===== src/rtl/valley_pkg.sv =====
package valley_pkg;
  typedef enum logic [1:0] {
    ACT_DOWN = 2'd0,
    ACT_HOLD = 2'd1,
    ACT_UP   = 2'd2,
    ACT_MAX  = 2'd3
  } wake_act_e;

  // priority from the top threshold down; bit 3 is handled as the override
  function automatic wake_act_e decode_act(input logic [3:0] lvl);
    if (lvl[2])      return ACT_DOWN;
    else if (lvl[1]) return ACT_HOLD;
    else if (lvl[0]) return ACT_UP;
    else             return ACT_MAX;
  endfunction
endpackage


===== src/rtl/vic_sync.sv =====
module vic_sync #(
  parameter int W = 1
) (
  input  logic         clk_i,
  input  logic         rst_ni,
  input  logic [W-1:0] d_i,
  output logic [W-1:0] q_o
);
  logic [W-1:0] meta_q, sync_q;

  always_ff @(posedge clk_i or negedge rst_ni) begin
    if (!rst_ni) begin
      meta_q <= '0;
      sync_q <= '0;
    end else begin
      meta_q <= d_i;
      sync_q <= meta_q;
    end
  end

  assign q_o = sync_q;
endmodule


===== src/rtl/vic_wake_timer.sv =====
module vic_wake_timer #(
  parameter int WAKE_CYCLES = 2_500_000
) (
  input  logic clk_i,
  input  logic rst_ni,
  output logic tick_o
);
  localparam int CW = (WAKE_CYCLES > 2) ? $clog2(WAKE_CYCLES) : 1;
  localparam logic [CW-1:0] LAST = CW'(WAKE_CYCLES - 1);

  logic [CW-1:0] cnt_q;

  assign tick_o = (cnt_q == LAST);

  always_ff @(posedge clk_i or negedge rst_ni) begin
    if (!rst_ni)     cnt_q <= '0;
    else if (tick_o) cnt_q <= '0;
    else             cnt_q <= cnt_q + 1'b1;
  end
endmodule


===== src/rtl/vic_next_count.sv =====
module vic_next_count
  import valley_pkg::*;
#(
  parameter int CNT_W  = 4,
  parameter int LL_MIN = 1,
  parameter int LL_MAX = 7,
  parameter int HL_MIN = 3,
  parameter int HL_MAX = 9
) (
  input  logic [CNT_W-1:0] cur_i,
  input  logic [3:0]       lvl_i,
  input  logic             line_high_i,
  input  logic             tick_i,
  output logic             load_o,
  output logic [CNT_W-1:0] nxt_o
);
  localparam logic [CNT_W-1:0] LL_LO = CNT_W'(LL_MIN);
  localparam logic [CNT_W-1:0] LL_HI = CNT_W'(LL_MAX);
  localparam logic [CNT_W-1:0] HL_LO = CNT_W'(HL_MIN);
  localparam logic [CNT_W-1:0] HL_HI = CNT_W'(HL_MAX);

  logic [CNT_W-1:0] lo, hi, raw;
  wake_act_e        act;

  assign lo  = line_high_i ? HL_LO : LL_LO;
  assign hi  = line_high_i ? HL_HI : LL_HI;
  assign act = decode_act(lvl_i);

  always_comb begin
    unique case (act)
      ACT_DOWN: raw = (cur_i > lo) ? cur_i - 1'b1 : lo;
      ACT_HOLD: raw = cur_i;
      ACT_UP:   raw = (cur_i < hi) ? cur_i + 1'b1 : hi;
      default:  raw = hi;
    endcase
    if (lvl_i[3])       nxt_o = lo;
    else if (raw < lo)  nxt_o = lo;
    else if (raw > hi)  nxt_o = hi;
    else                nxt_o = raw;
  end

  assign load_o = lvl_i[3] | tick_i;
endmodule


===== src/rtl/valley_index_ctrl.sv =====
module valley_index_ctrl #(
  parameter int CNT_W       = 4,
  parameter int INIT_COUNT  = 1,
  parameter int LL_MIN      = 1,
  parameter int LL_MAX      = 7,
  parameter int HL_MIN      = 3,
  parameter int HL_MAX      = 9,
  parameter int WAKE_CYCLES = 2_500_000
) (
  input  logic             clk_i,
  input  logic             rst_ni,
  input  logic [3:0]       fb_level_i,
  input  logic             line_high_i,
  output logic [CNT_W-1:0] count_o
);
  localparam int SYNC_W = 5;

  logic [SYNC_W-1:0] sync_q;
  logic [3:0]        fb_sync;
  logic              line_sync;
  logic              wake_tick;
  logic              load;
  logic [CNT_W-1:0]  nxt, count_q;

  vic_sync #(.W(SYNC_W)) u_sync (
    .clk_i (clk_i),
    .rst_ni(rst_ni),
    .d_i   ({line_high_i, fb_level_i}),
    .q_o   (sync_q)
  );

  assign fb_sync   = sync_q[3:0];
  assign line_sync = sync_q[4];

  vic_wake_timer #(.WAKE_CYCLES(WAKE_CYCLES)) u_timer (
    .clk_i (clk_i),
    .rst_ni(rst_ni),
    .tick_o(wake_tick)
  );

  vic_next_count #(
    .CNT_W (CNT_W),
    .LL_MIN(LL_MIN),
    .LL_MAX(LL_MAX),
    .HL_MIN(HL_MIN),
    .HL_MAX(HL_MAX)
  ) u_next (
    .cur_i      (count_q),
    .lvl_i      (fb_sync),
    .line_high_i(line_sync),
    .tick_i     (wake_tick),
    .load_o     (load),
    .nxt_o      (nxt)
  );

  always_ff @(posedge clk_i or negedge rst_ni) begin
    if (!rst_ni)   count_q <= CNT_W'(INIT_COUNT);
    else if (load) count_q <= nxt;
  end

  assign count_o = count_q;
endmodule


===== config.mk =====
export PLATFORM = sky130hd
export DESIGN_NAME = valley_index_ctrl
export DESIGN_NICKNAME = d
export VERILOG_FILES = /design/src/rtl/valley_pkg.sv /design/src/rtl/vic_sync.sv /design/src/rtl/vic_wake_timer.sv /design/src/rtl/vic_next_count.sv /design/src/rtl/valley_index_ctrl.sv
export SDC_FILE = /design/constraint.sdc
export NUM_CORES = 1
export LEC_CHECK = 0
export CORE_MARGIN = 1.5
export CORE_UTILIZATION = 45
export DETAILED_ROUTE_END_ITERATION = 10
export GPL_TIMING_DRIVEN = 0
export PLACE_DENSITY = 0.64
export SYNTH_ARGS = -nofsm -noshare
export SYNTH_HDL_FRONTEND = slang
export SYNTH_SLANG_ARGS = --single-unit

===== constraint.sdc =====
create_clock -name clk_i -period 3.2 [get_ports clk_i]
set_input_delay 0.96 -clock clk_i [delete_from_list [all_inputs] [get_ports clk_i]]
set_output_delay 0.96 -clock clk_i [all_outputs]
set_load 0.01 [all_outputs]

Yosys cells after proc, flatten, opt, wreduce, memory -nomap -nowiden
Cells that the tools add are included.
W data, S select, Z words.

cells by class
  add/sub/neg operators = 3
  order comparisons = 4
  equality and inequality tests = 3
  mux-type cells = 12
  bitwise gates (word level) = 1
  reduce and logical (&&, ||, !) cells = 1

operators by type and width
  operator                 count
  $mux W4                  6
  $add A22 B1 Y22 const B  1
  $eq A22 B22 Y1 const B   1
  $mux W22                 1
  $pmux W4 S3              1
  $gt A4 B4 Y1             2
  $lt A4 B4 Y1             2
  $mux W2                  3
  $add A4 B1 Y4 const B    1
  $sub A4 B1 Y4 const B    1
  $eq A2 B1 Y1 const B     1
  $eq A2 B2 Y1 const B     1
  $logic_not A2 Y1         1
  $mux W1                  1
  $or A1 B1 Y1             1

storage, ports and cells
  bits in registers = 36
  output and inout bits = 4
  logic and storage cells = 28

Longest topological paths before layout
  depth in word-level cells = 9
  mapped depth = 14
  depth with buffers taken out = 14

By module
From an unflattened synthesis, not the netlist that was laid out.

unflattened totals
  cell total of the unflattened synthesis = 203
  area total of the unflattened synthesis = 2134.5 um2

by module, submodules not included
  module             instances  cells each  area an instance (um2)  sequential area each (um2)
  vic_wake_timer     1          103         1092.3                  550.5
  vic_next_count     1          82          645.6                   0.0
  vic_sync           1          10          250.2                   250.2
  valley_index_ctrl  1          8           146.4                   101.3

Worst setup path after synthesis
No wires, ideal clock.

  path kind = reg-to-reg
  start = register u_sync.sync_q[4], in the netlist u_sync.q_o[4]
  end = register count_q[1], in the netlist count_o[1]
  data arrival time = 2887 ps
  setup slack = 240 ps
  cell stages (with the launch flop) = 15
  buffers on the path = 0
  period minus slack after synthesis = 2960 ps
  cells stage by stage = dfrtp_1 -> inv_1 -> ha_1 -> nand2b_2 -> a21oi_4 -> or3_1 -> a31oi_1 -> a21oi_1 -> ha_1 -> a21o_1 -> a21oi_1 -> inv_1 -> a211oi_1 -> o21ai_0 -> a21oi_2

on the way
  longest elaborated chain between the ends = 8
  elaborated cells between the ends (all ways) = 12
  those cells by class = order compare: 4; mux: 8

RTL lines
  what                                          line                                        source
  from (decl)                                   vic_sync.sv:9                               logic [W-1:0] meta_q, sync_q;
  from (signal assigned)                        vic_sync.sv:17                              sync_q <= meta_q;
  $mux W4 or $mux W2 (tied branches)            vic_next_count.sv:26, vic_next_count.sv:25
  $lt A4 B4 Y1 or $gt A4 B4 Y1 (tied branches)  vic_next_count.sv:33, vic_next_count.sv:31
  $mux W4 (on tied branches)                    vic_next_count.sv:33, vic_next_count.sv:31
  $pmux W4 S3                                   vic_next_count.sv:30                        unique case (act)
  $gt A4 B4 Y1                                  vic_next_count.sv:38                        else if (raw > hi) nxt_o = hi;
  $mux W4                                       vic_next_count.sv:38
  $mux W4                                       vic_next_count.sv:37                        else if (raw < lo) nxt_o = lo;
  $mux W4 (*)                                   vic_next_count.sv:36                        if (lvl_i[3]) nxt_o = lo;
  to (signal assigned)                          valley_index_ctrl.sv:57                     if (!rst_ni) count_q <= CNT_W'(INIT_COUNT);
  to (signal assigned)                          valley_index_ctrl.sv:58                     else if (load) count_q <= nxt;
  to (decl)                                     valley_index_ctrl.sv:23                     logic [CNT_W-1:0] nxt, count_q;

Mark *: on every way between the ends. The rest lies on a longest branch, timed or not.
A chain may end at the register's enable or synchronous reset.

Worst setup path in the final report
Same ends and word-level chain as after synthesis.

==> implementation parameters <==
Parameter                              Value

Status
  Run status    finished, final reports clean

Route
  Vias per inst    5.557
  Antenna Nets Post-Route    0
  Total number of vias    1506
  Final routed DRC violation total    0
  Number of search-and-repair iterations in the first detailed-routing pass    4
  Iteration-0 DRC Markers    52
  Total Wirelength    3910 um
  Wire length per cell    14.43 um

Floorplan
  Initial cell density of the core    48.16%
  Width of the die    69.37 um
  I/O pin count    11
  Number of placement rows    23
  Die area    4812 sq um
  Die span in y    69.37 um
  Placeable core area    4115 sq um

Critical path
  Stage delay of the slowest cell on the critical path    0.45 ns
  Data required time at the worst endpoint    3.41 ns
  Register-to-register setup slack    0.15 ns
  Crit path capture type    flop
  R2R depth    14
  Startpoint type of the worst setup path    flop
  Cell count along the critical path    14
  Reg-to-reg critical path endpoint    count_o[1]
  Last element of the critical path    count_o[1]
  CP arrival    3.26 ns
  Worst-path fanout max    6
  Kind of critical path    flop to flop
  Source of the worst register-to-register timing path    u_sync.q_o[4]
  Number of buffer and inverter instances along the worst setup path    2
  Top cell family by delay on the critical path    compound AO/OA/AOI/OAI gates
  Crit path max-delay cell type    dfrtp_2
  CP Cell Sequence    buf_4 > ha_1 > o21ai_2 > a21oi_4 > or3_1 > a31oi_4 > a21oi_1 > ha_1 > a21o_1 > a21oi_2 > inv_1 > a211oi_1 > o21ai_0 > a21oi_2
  Launch point of the critical path    u_sync.q_o[4]

Global routing
  Total overflow reported by the global router    0
  Antenna violations before repair    0
  Global-route wire length before repair    6906 um
  Overall routing resource usage    17.66%
  Pin count of the biggest net entering global routing    37
  Vias in the first global route    1563

Pwr
  Peak supply drop    0.2873 mV
  Sequential power share    50.7%
  Cell-internal power    0.0007155 W
  Share of total power in the clock network    33.4%
  Leakage component of the power    1.021 nW
  Combinational share of power    15.9%
  Cell area power density    405.3 nW/um^2
  Sw Pwr    0.0002379 W
  Switching Share    24.95%

Synthesis
  Sequential fraction of the synthesis area    45.52%
  Yosys cell types    47
  Synthesis warning total    0
  Mean Syn Cell Area    10.11 sq um
  Flip-flop and latch count after synthesis    36
  Count of flip-flops with a built-in enable after synthesis    0
  Gate count of the mapped netlist    196
  Top flip-flop cell by instance count after synthesis    dfrtp_1
  Mapped Area    1982 sq um
  Async S/R FF share, synth    100.0%
  Total nets after synthesis    215

CTS
  CTS HTree Levels    2
  Buffer type at the clock tree root    clkbuf_8
  Clock-pin slew on the worst setup and hold paths    0.06 ns
  Maximum buffer depth of the clock tree    2
  Cts-stage hold buffer count    0
  Skew-Pair Late Insertion Delay    0.28 ns
  Count of clock tree sinks    36
  CTS tree    done
  Clock buffers created by TritonCTS    5

Hold path
  Worst min-delay path category    flop to flop
  Cell depth of the worst min-delay path    0

STA
  Worst Tran Pin Value    0.7697 ns
  FMAX    328.1 MHz
  Min Clock Period, post-route    3.048 ns
  Clock skew    0.001237 ns
  Setup violators final    0
  Worst hold margin    0.3485 ns
  Setup TNS Final    0 ns
  Final worst path period share    95.25%
  Hold Fails Final Rpt    0
  Total count of max-transition violations in the final report    0
  Relative slew slack    48.68%

Placed design
  Port Buffer Count    10
  HPWL Detailed    2763 um
  Placement-stage cell area    2140 sq um
  Final weighted congestion in routability-driven placement    0.9193

Finish
  Commonest cells after routing, fill and taps aside    dfrtp_1 (33), nor2_1 (25), nand2_1 (13), xnor2_1 (13), nand3_1 (12)
  Post-layout nets    239
  Sequential cell area in the final layout    904.6 sq um
  Count of inserted antenna diode cells    0
  FILL cells    353
  Layout cell share with drive strength beyond 1    17.19%
  Leading cell type in the layout, fill and taps excluded    dfrtp_1
  Post-Layout Inst Area    2352 sq um
  Area Overhead vs Synth    18.69%
  Area of the multi-input gates    1095 sq um

Job
  Maximum capacitance violations    0
[layout make-up]
cell class,count,area share (%)
sequential,36,38.46
buffer,4,1.117
inverter,6,1.117
timing repair buffer,17,6.277
tap,50,2.660
multi-input combinational,150,46.54
clock buffer,8,3.830
[Yosys cell counts (all sizes together), types with 3 or more instances]
library cell | n | share of area [%]
nor3 | 5 | 1.8
or3 | 4 | 1.3
dfrtp | 35 | 44
nand4 | 4 | 1.3
nand2 | 13 | 2.5
xor2 | 9 | 4.0
ha | 12 | 7.6
xnor2 | 13 | 5.7
nand3 | 12 | 3.0
nor2 | 25 | 4.7
nor2b | 4 | 1.3
and3 | 3 | 0.95
mux2i | 4 | 2.0
a21oi | 8 | 2.8
inv | 6 | 1.1
o21ai | 6 | 1.5
[registers in the layout (all words and copies together), names as in the netlist]
signal / cells
u_timer.cnt_q: 22
u_sync.meta_q: 5
u_sync.q_o: 5
count_o: 4
[timing repair]
item                                    in CTS  in global routing
endpoints found under the setup margin       2                  1
buffers inserted                             3                  4
resized for setup                            1                 12
pin swaps                                    0                  1
[stage by stage]
step	power, W	setup slack, ns	cells	utilization (%)
floorplan	0.0005737	0.2399	196	-
global placement	0.0006122	-0.2232	256	52.11
detailed placement	0.0006176	-0.2944	256	51.99
CTS	0.0009414	0.02842	267	54.76
global route	0.001005	-0.04649	271	57.16
finish	0.0009534	0.1520	271	57.16
[power by group through the flow]
stage,sequential (W),combinational [W],clock [W]
6_report,0.000484,0.000152,0.000318
4_1_cts,0.000482,0.000132,0.000328
3_3_place_gp,0.000490,0.000122,0
3_5_place_dp,0.000492,0.000126,0
2_1_floorplan,0.000488,0.0000860,0
5_1_grt,0.000485,0.000169,0.000351
[how the worst min path moves through the flow]
stage | from | end | slack [ns]
2_1_floorplan | u_sync.meta_q[0] | u_sync.q_o[0] | 0.33
3_3_place_gp | u_sync.meta_q[1] | u_sync.q_o[1] | 0.33
3_5_place_dp | u_sync.meta_q[0] | u_sync.q_o[0] | 0.33
4_1_cts | u_sync.meta_q[0] | u_sync.q_o[0] | 0.35
5_1_grt | u_sync.meta_q[4] | u_sync.q_o[4] | 0.35
6_report | u_sync.meta_q[0] | u_sync.q_o[0] | 0.35
[routing by layer]
metal	global-route usage (%)	wire length [um]
met3	3.488	82
met1	20.17	1679
met5	0	0
met4	7.843	65
met2	31.73	2082
[logic make-up (layout without fill, tap and decap cells)]
family | Yosys count | in the layout | synth area share (%)
AO/OA/AOI/OAI | 31 | 31 | 11.68
XOR/XNOR | 22 | 22 | 9.722
adder cells (fa/ha/maj) | 12 | 12 | 7.576
buffers and inverters | 10 | 35 | 2.462
flip-flops | 36 | 36 | 45.52
multiplexers | 4 | 4 | 2.020
AND/OR/NAND/NOR | 81 | 81 | 21.02
(Power assumes the default switching activity.)
